File: config.mk
export PLATFORM = sky130hd
export DESIGN_NAME = uart_frame_tx
export DESIGN_NICKNAME = d
export VERILOG_FILES = /design/src/rtl/uart_tx_pkg.sv /design/src/rtl/uart_tx_fifo.sv /design/src/rtl/uart_tx_ctrl.sv /design/src/rtl/uart_tx_serializer.sv /design/src/rtl/uart_frame_tx.sv
export SDC_FILE = /design/constraint.sdc
export NUM_CORES = 1
export LEC_CHECK = 0
export ABC_CLOCK_PERIOD_IN_PS = 5100
export BUFFER_PORTS_ARGS = -buffer_cell sky130_fd_sc_hd__buf_4
export CAP_MARGIN = 20
export CORE_MARGIN = 8
export CORE_UTILIZATION = 25
export DETAILED_ROUTE_END_ITERATION = 6
export GPL_TIMING_DRIVEN = 0
export HOLD_SLACK_MARGIN = 0.03
export PLACE_DENSITY_LB_ADDON = 0.15
export SETUP_SLACK_MARGIN = 0.02
export SLEW_MARGIN = 20
export SYNTH_ARGS = -nofsm -noshare
export SYNTH_HDL_FRONTEND = slang
export SYNTH_SLANG_ARGS = --single-unit
File: constraint.sdc
create_clock -name clk -period 5.1 [get_ports clk]
set_clock_uncertainty 0.05 [all_clocks]
set_input_delay 0.51 -clock clk [delete_from_list [all_inputs] [get_ports clk]]
set_output_delay 0.51 -clock clk [all_outputs]
set_load 0.03 [all_outputs]
File: src/rtl/uart_tx_pkg.sv
package uart_tx_pkg;

    localparam int REG_W   = 10;
    localparam int DATA_W  = 8;
    localparam int FRAME_W = 12;                 // start + 8 data + parity + 2 stop
    localparam int LEN_W   = $clog2(FRAME_W + 1);

    // control word bit positions
    localparam int CB_FLUSH   = 1;
    localparam int CB_EN      = 4;
    localparam int CB_DIS     = 5;
    localparam int CB_BRK_SET = 7;
    localparam int CB_BRK_CLR = 8;

    localparam logic [REG_W-1:0] MODE_RST = 10'h020;

    typedef enum logic [1:0] {
        SEL_MODE = 2'd0,
        SEL_CTRL = 2'd1,
        SEL_CHAR = 2'd2,
        SEL_NONE = 2'd3
    } wr_sel_e;

    typedef enum logic [1:0] {
        CH_NORMAL = 2'b00,
        CH_LOCAL  = 2'b10
    } chan_e;

    typedef struct packed {
        logic [1:0] chmode;
        logic       two_stop;
        logic [2:0] parity;
        logic [1:0] charlen;
    } mode_t;

    typedef struct packed {
        logic [FRAME_W-1:0] bits;
        logic [LEN_W-1:0]   len;
    } frame_t;

    function automatic mode_t unpack_mode(input logic [REG_W-1:0] w);
        mode_t m;
        m.chmode   = w[9:8];
        m.two_stop = w[7];
        m.parity   = w[5:3];
        m.charlen  = w[2:1];
        return m;
    endfunction

    function automatic frame_t build_frame(input logic [DATA_W-1:0] ch, input mode_t m);
        frame_t             f;
        logic [DATA_W-1:0]  dmask;
        logic [LEN_W-1:0]   nb;
        logic [LEN_W-1:0]   pos;
        logic [FRAME_W-1:0] acc;
        logic               pbit;
        case (m.charlen)
            2'b10:   begin dmask = 8'h7F; nb = LEN_W'(7); end
            2'b11:   begin dmask = 8'h3F; nb = LEN_W'(6); end
            default: begin dmask = 8'hFF; nb = LEN_W'(8); end
        endcase
        pos = nb + LEN_W'(1);
        acc = ({FRAME_W{1'b1}} << pos) | (FRAME_W'(ch & dmask) << 1);
        case (m.parity[1:0])
            2'b00:   pbit = ^(ch & dmask);
            2'b01:   pbit = ~^(ch & dmask);
            2'b10:   pbit = 1'b0;
            default: pbit = 1'b1;
        endcase
        if (!m.parity[2]) begin
            acc = (acc & ~(FRAME_W'(1) << pos)) | (FRAME_W'(pbit) << pos);
            pos = pos + LEN_W'(1);
        end
        f.bits = acc;
        f.len  = pos + (m.two_stop ? LEN_W'(2) : LEN_W'(1));
        return f;
    endfunction

endpackage

File: src/rtl/uart_tx_fifo.sv
module uart_tx_fifo #(
    parameter int DEPTH = 16,
    parameter int W     = 8
) (
    input  logic         clk,
    input  logic         rst,
    input  logic         flush,
    input  logic         push,
    input  logic [W-1:0] wdata,
    input  logic         pop,
    output logic [W-1:0] rdata,
    output logic         empty,
    output logic         full
);
    localparam int AW = $clog2(DEPTH);

    logic [W-1:0]  mem [DEPTH];
    logic [AW-1:0] rd_ptr, wr_ptr;
    logic [AW:0]   count;
    logic          do_push, do_pop;

    assign empty   = (count == '0);
    assign full    = (count == (AW+1)'(DEPTH));
    assign do_push = push && !full && !flush;
    assign do_pop  = pop && !empty && !flush;
    assign rdata   = mem[rd_ptr];

    always_ff @(posedge clk) begin
        if (do_push) mem[wr_ptr] <= wdata;
    end

    always_ff @(posedge clk) begin
        if (rst || flush) begin
            rd_ptr <= '0;
            wr_ptr <= '0;
            count  <= '0;
        end else begin
            if (do_push) wr_ptr <= wr_ptr + AW'(1);
            if (do_pop)  rd_ptr <= rd_ptr + AW'(1);
            case ({do_push, do_pop})
                2'b10:   count <= count + (AW+1)'(1);
                2'b01:   count <= count - (AW+1)'(1);
                default: count <= count;
            endcase
        end
    end
endmodule

File: src/rtl/uart_tx_ctrl.sv
module uart_tx_ctrl
    import uart_tx_pkg::*;
(
    input  logic             clk,
    input  logic             rst,
    input  logic             wr_en,
    input  logic [1:0]       wr_sel,
    input  logic [REG_W-1:0] wr_data,
    output mode_t            mode,
    output logic             tx_en,
    output logic             brk_on,
    output logic             soft_rst,
    output logic             char_push
);
    logic wr_mode, wr_ctrl;

    assign wr_mode   = wr_en && (wr_sel_e'(wr_sel) == SEL_MODE);
    assign wr_ctrl   = wr_en && (wr_sel_e'(wr_sel) == SEL_CTRL);
    assign char_push = wr_en && (wr_sel_e'(wr_sel) == SEL_CHAR);

    always_ff @(posedge clk) begin
        if (rst) begin
            mode     <= unpack_mode(MODE_RST);
            tx_en    <= 1'b0;
            brk_on   <= 1'b0;
            soft_rst <= 1'b0;
        end else begin
            soft_rst <= wr_ctrl && wr_data[CB_FLUSH];
            if (wr_mode) mode <= unpack_mode(wr_data);
            if (wr_ctrl) begin
                if (wr_data[CB_DIS])     tx_en <= 1'b0;
                else if (wr_data[CB_EN]) tx_en <= 1'b1;
                if (wr_data[CB_BRK_CLR])      brk_on <= 1'b0;
                else if (wr_data[CB_BRK_SET]) brk_on <= 1'b1;
            end
        end
    end
endmodule

File: src/rtl/uart_tx_serializer.sv
module uart_tx_serializer
    import uart_tx_pkg::*;
(
    input  logic              clk,
    input  logic              rst,
    input  logic              flush,
    input  logic              baud_tick,
    input  logic              tx_en,
    input  logic              brk_on,
    input  logic              fifo_empty,
    input  logic [DATA_W-1:0] fifo_rdata,
    input  mode_t             mode,
    output logic              pop,
    output logic              serial_bit,
    output logic              busy
);
    logic [FRAME_W-1:0] shreg;
    logic [LEN_W-1:0]   remain;
    logic               at_boundary, can_start;
    frame_t             next_frame;

    assign at_boundary = !busy || (remain == LEN_W'(1));
    assign can_start   = tx_en && !brk_on && !fifo_empty;
    assign pop         = baud_tick && at_boundary && can_start && !flush;
    assign next_frame  = build_frame(fifo_rdata, mode);
    assign serial_bit  = shreg[0];

    always_ff @(posedge clk) begin
        if (rst || flush) begin
            shreg  <= '1;
            remain <= '0;
            busy   <= 1'b0;
        end else if (baud_tick) begin
            if (at_boundary) begin
                if (can_start) begin
                    shreg  <= next_frame.bits;
                    remain <= next_frame.len;
                    busy   <= 1'b1;
                end else begin
                    shreg  <= '1;
                    remain <= '0;
                    busy   <= 1'b0;
                end
            end else begin
                shreg  <= {1'b1, shreg[FRAME_W-1:1]};
                remain <= remain - LEN_W'(1);
            end
        end
    end
endmodule

File: src/rtl/uart_frame_tx.sv
module uart_frame_tx
    import uart_tx_pkg::*;
#(
    parameter int FIFO_DEPTH = 16
) (
    input  logic             clk,
    input  logic             rst,
    input  logic             wr_en,
    input  logic [1:0]       wr_sel,
    input  logic [REG_W-1:0] wr_data,
    input  logic             baud_tick,
    input  logic             rxd,
    output logic             txd,
    output logic             rx_mon,
    output logic             fifo_empty,
    output logic             fifo_full
);
    mode_t             mode_q;
    logic              tx_en_q, brk_q, soft_rst_w, push_w, pop_w;
    logic              ser_bit, ser_busy, line_w, loop_w;
    logic [DATA_W-1:0] head_char;

    uart_tx_ctrl u_ctrl (
        .clk       (clk),
        .rst       (rst),
        .wr_en     (wr_en),
        .wr_sel    (wr_sel),
        .wr_data   (wr_data),
        .mode      (mode_q),
        .tx_en     (tx_en_q),
        .brk_on    (brk_q),
        .soft_rst  (soft_rst_w),
        .char_push (push_w)
    );

    uart_tx_fifo #(.DEPTH(FIFO_DEPTH), .W(DATA_W)) u_fifo (
        .clk   (clk),
        .rst   (rst),
        .flush (soft_rst_w),
        .push  (push_w),
        .wdata (wr_data[DATA_W-1:0]),
        .pop   (pop_w),
        .rdata (head_char),
        .empty (fifo_empty),
        .full  (fifo_full)
    );

    uart_tx_serializer u_ser (
        .clk        (clk),
        .rst        (rst),
        .flush      (soft_rst_w),
        .baud_tick  (baud_tick),
        .tx_en      (tx_en_q),
        .brk_on     (brk_q),
        .fifo_empty (fifo_empty),
        .fifo_rdata (head_char),
        .mode       (mode_q),
        .pop        (pop_w),
        .serial_bit (ser_bit),
        .busy       (ser_busy)
    );

    assign line_w = brk_q ? 1'b0 : ser_bit;
    assign loop_w = (chan_e'(mode_q.chmode) == CH_LOCAL);
    assign txd    = loop_w ? 1'b1 : line_w;
    assign rx_mon = loop_w ? line_w : rxd;
endmodule

==> flow_summary_export.csv <==
group,metric,value,unit
place,hpwl,12330,um
layout,final-seq-area,4745,um2
worst_setup_path,critPathMaxFanout,10,
global_routing,met3_usage,0.02514,
synth,syn_nets,544,
clock_network,clk_latency,0.42,ns
floorplanning,dieArea,35500,um2
floorplanning,coreArea,29480,um2
sta,setup_viol,0,
worst_hold_path,hold_path_depth,2,
global_routing,antenna_found_initial,0,
floorplanning,die_x,188.4,um
clock_network,tritoncts,"done",
global_routing,grt_overflow,0,
floorplanning,io-pin-count,21,
pwr,power_density,339.5,nW/um2
sta,grt_setup_unrepaired,"false",
sta,slew_headroom,0.2684,
sta,hold_slack,0.2278,ns
layout,drive_gt1_frac,0.1762,
pwr,swShare,0.2116,
drt,routedWlPerCell,18.52,um
status,status,"completed",
drt,route.detailed.drc,0,
worst_setup_path,path_buf_inv,4,
clock_network,clock-sinks,173,
drt,routed_via_density,4.454,
layout,num-fill-cells,3038,
synth,ys_seq_elements,173,
layout,multi_input_area,2464,um2
sta,max_freq,259.4,MHz
synth,syn_avg_cell_area,14.57,um2
worst_setup_path,critical_path.startpoint_type,"register",
sta,hold_violations,0,
global_routing,busiest_layer,"met2",
synth,yosys_warnings,0,
floorplanning,start_util,0.2521,
clock_network,cts-hold-fix-buffers,0,
global_routing,grt_max_degree,19,
clock_network,clock_path_buffers,2,
worst_setup_path,cp_top_family,"simple AND/OR/NAND/NOR gates",
clock_network,cts-root-buf,"clkbuf_16",
drt,final_antenna_net_count,0,
synth,yosys-top-cells-area,"edfxtp_1 52%, dfxtp_1 12%, mux4_2 6.7%",
layout,diodes,0,
worst_setup_path,crit_slowest_cell,"fa_1",
worst_setup_path,cp.depth,17,
pwr,p_int,0.002327,W
worst_setup_path,crit_required,5.40,ns
worst_setup_path,r2r_cells,17,
worst_setup_path,setup.worst_path.class,"register to register",
sta,worst_pin_slew,1.093,ns
layout,fin_nets,585,
drt,drt_iter0_drc,275,
worst_hold_path,worst_hold_path_type,"input port to register",
clock_network,post-cts-setup-buffer-count,0,
pwr,combPwrFrac,0.036,
place,place_congestion,0.7426,
synth,syn_area,7432,um2
place,port_buffers,19,
pwr,p_switching,0.0006247,W
synth,yosysSeqAreaShare,0.6384,
clock_network,cts.repair.resized,0,
sta,setup_tns,0,ns
pwr,ir_drop,0.2058,mV
synth,syn-instance-count,510,
pwr,seqPwrFrac,0.517,
synth,async_flop_share,0,
clock_network,numCtsBuffers,17,
synth,synth_ff_type,"edfxtp_1",
sta,slew_violations,0,
layout,area_growth,16.97,%
clock_network,htree_levels,4,
pwr,power_frac_clock,0.447,
floorplanning,die_h,188.4,um
global_routing,grtUsageMet1,0.1360,
worst_setup_path,crit_chain,"inv_1 > ha_1 > nand2_1 > nand2_1 > nor4bb_1 > clkbuf_1 > nand2_1 > nor2_1 > ha_1 > inv_1 > fa_1 > inv_1 > a21o_1 > a21oi_1 > xnor2_1 > or3_1 > a21oi_1",
clock_network,cts.clk_slew.worst_paths,0.06,ns
global_routing,grt_use_met2,0.1643,
worst_setup_path,max_stage_delay,0.40,ns
global_routing,grt_use_total,0.1021,
global_routing,grt_first_pass_wirelength,27140,um
floorplanning,rows,63,
synth,synth_top_area_frac,0.5172,
drt,drt_first_pass_iters,4,
synth,synth_area_leader_cell,"edfxtp_1",
sta,final.min_clock_period,3.855,ns
drt,vias,4240,
pwr,p_leak,2.843,nW
job,drv_cap,0,
sta,period_share,0.7559,
synth,synth.distinct_cells,65,
worst_setup_path,arrival,4.15,ns
global_routing,grt_pass1_vias,4388,
synth,synth_edf_count,128,
drt,wl,17630,um
worst_setup_path,end_kind,"register",
==> placed cells by master (no fill, tap or decap), types with 5 or more instances in the layout <==
cell type,netlist,layout
edfxtp_1,128,128
nor2_1,53,53
dfxtp_1,45,45
nand2_1,28,28
buf_4,1,23
mux4_2,22,22
inv_1,20,20
mux2i_1,18,18
clkbuf_16,0,17
o21ai_0,15,15
a21oi_1,15,15
ha_1,15,15
clkbuf_1,13,13
xor2_1,9,9
nand2b_1,8,8
mux4_1,8,8
nand3_1,8,8
o21ai_1,6,6
nor2b_1,5,5
o221ai_1,5,5
==> worst paths after layout <==
| path | start | slack (ns) | end |
|---|---|---|---|
| worst max-delay path | u_ser.remain[1] | 1.24 | u_fifo.count[4] |
| worst min-delay path | wr_sel[1] | 0.23 | u_ctrl.soft_rst |
| worst min register to register | u_ser.shreg[2] | 0.42 | u_ser.shreg[2] |
| worst max register to register | u_ser.remain[1] | 1.24 | u_fifo.count[4] |
==> stage by stage <==
| stage | area, um2 | setup WS, ns | power, W | cells | util |
|---|---|---|---|---|---|
| 2_1_floorplan | 7432 | 1.867 | 0.001612 | 510 | - |
| 3_3_place_gp | 8063 | 1.241 | 0.001659 | 919 | 0.2735 |
| 3_5_place_dp | 8105 | 1.259 | 0.001663 | 922 | 0.2749 |
| 4_1_cts | 8693 | 1.229 | 0.002992 | 952 | 0.2949 |
| 5_1_grt | 8693 | 0.9300 | 0.003055 | 952 | 0.2949 |
| 6_report | 8693 | 1.245 | 0.002951 | 952 | 0.2949 |
==> layer usage <==
layer | up-vias | wire length, um
li1 | 2031 | -
met4 | 0 | 167
met2 | 59 | 8325
met1 | 2139 | 8708
met5 | - | 0
met3 | 11 | 430
==> sequential cells by signal (all words and copies together), names as in the netlist, 4 cells and up, named ones only <==
name / count
u_ctrl.mode: 8
u_fifo.count: 5
u_fifo.mem: 128
u_fifo.rd_ptr: 4
u_fifo.wr_ptr: 4
u_ser.remain: 4
u_ser.shreg: 12
==> power groups by stage <==
| stage | clock network (W) | registers (W) | logic (W) |
|---|---|---|---|
| 4_1_cts | 0.00136 | 0.00152 | 0.000109 |
| 3_5_place_dp | 0 | 0.00156 | 0.000108 |
| 5_1_grt | 0.00141 | 0.00152 | 0.000120 |
| 2_1_floorplan | 0 | 0.00155 | 0.0000585 |
| 3_3_place_gp | 0 | 0.00155 | 0.000105 |
| 6_report | 0.00132 | 0.00152 | 0.000106 |
==> synth_stat cells, drive strengths merged (2+ instances only) <==
| library cell | number |
|---|---|
| edfxtp | 128 |
| nand2b | 8 |
| dfxtp | 45 |
| o221ai | 5 |
| o21a | 4 |
| a211oi | 3 |
| or2 | 3 |
| nand3 | 8 |
| buf | 11 |
| inv | 23 |
| fa | 2 |
| mux4 | 30 |
| o21ai | 21 |
| nand2 | 28 |
| o211ai | 5 |
| a31oi | 2 |
| mux2i | 18 |
| or3 | 2 |
| a221oi | 6 |
| clkbuf | 14 |
| nand4 | 3 |
| xor2 | 9 |
| o22ai | 3 |
| nor2b | 5 |
| a211o | 2 |
| and2 | 2 |
| and4 | 2 |
| ha | 15 |
| xnor2 | 4 |
| a22oi | 2 |
| a21oi | 16 |
| nor2 | 53 |
| nor3 | 5 |
| a21o | 3 |
==> worst register-to-register path: stages (launching register included) <==
cell and delay [ns]:
dfxtp_1 0.32, inv_1 0.08, ha_1 0.15, nand2_1 0.05
nand2_1 0.29, nor4bb_1 0.31, clkbuf_1 0.37, nand2_1 0.28
nor2_1 0.28, ha_1 0.28, inv_1 0.10, fa_1 0.40
inv_1 0.08, a21o_1 0.11, a21oi_1 0.07, xnor2_1 0.14
or3_1 0.30, a21oi_1 0.14
==> final cells by class <==
type | instances | area share
Sequential cell | 173 | 0.5458
Buffer | 25 | 0.01813
Multi-Input combinational cell | 289 | 0.2834
Clock inverter | 13 | 0.01871
Clock buffer | 17 | 0.04893
Inverter | 23 | 0.009931
Timing Repair Buffer | 22 | 0.01900
Tap cell | 390 | 0.05613
==> kinds of logic after synthesis <==
| group | synth area share |
|---|---|
| AND/OR/NAND/NOR | 0.08249 |
| adder cells (fa/ha/maj) | 0.03064 |
| multiplexers | 0.1207 |
| buffers and inverters | 0.03283 |
| flip-flops | 0.6384 |
| XOR/XNOR | 0.01835 |
| AO/OA/AOI/OAI | 0.07660 |
Power figures use the tool's default switching activity.
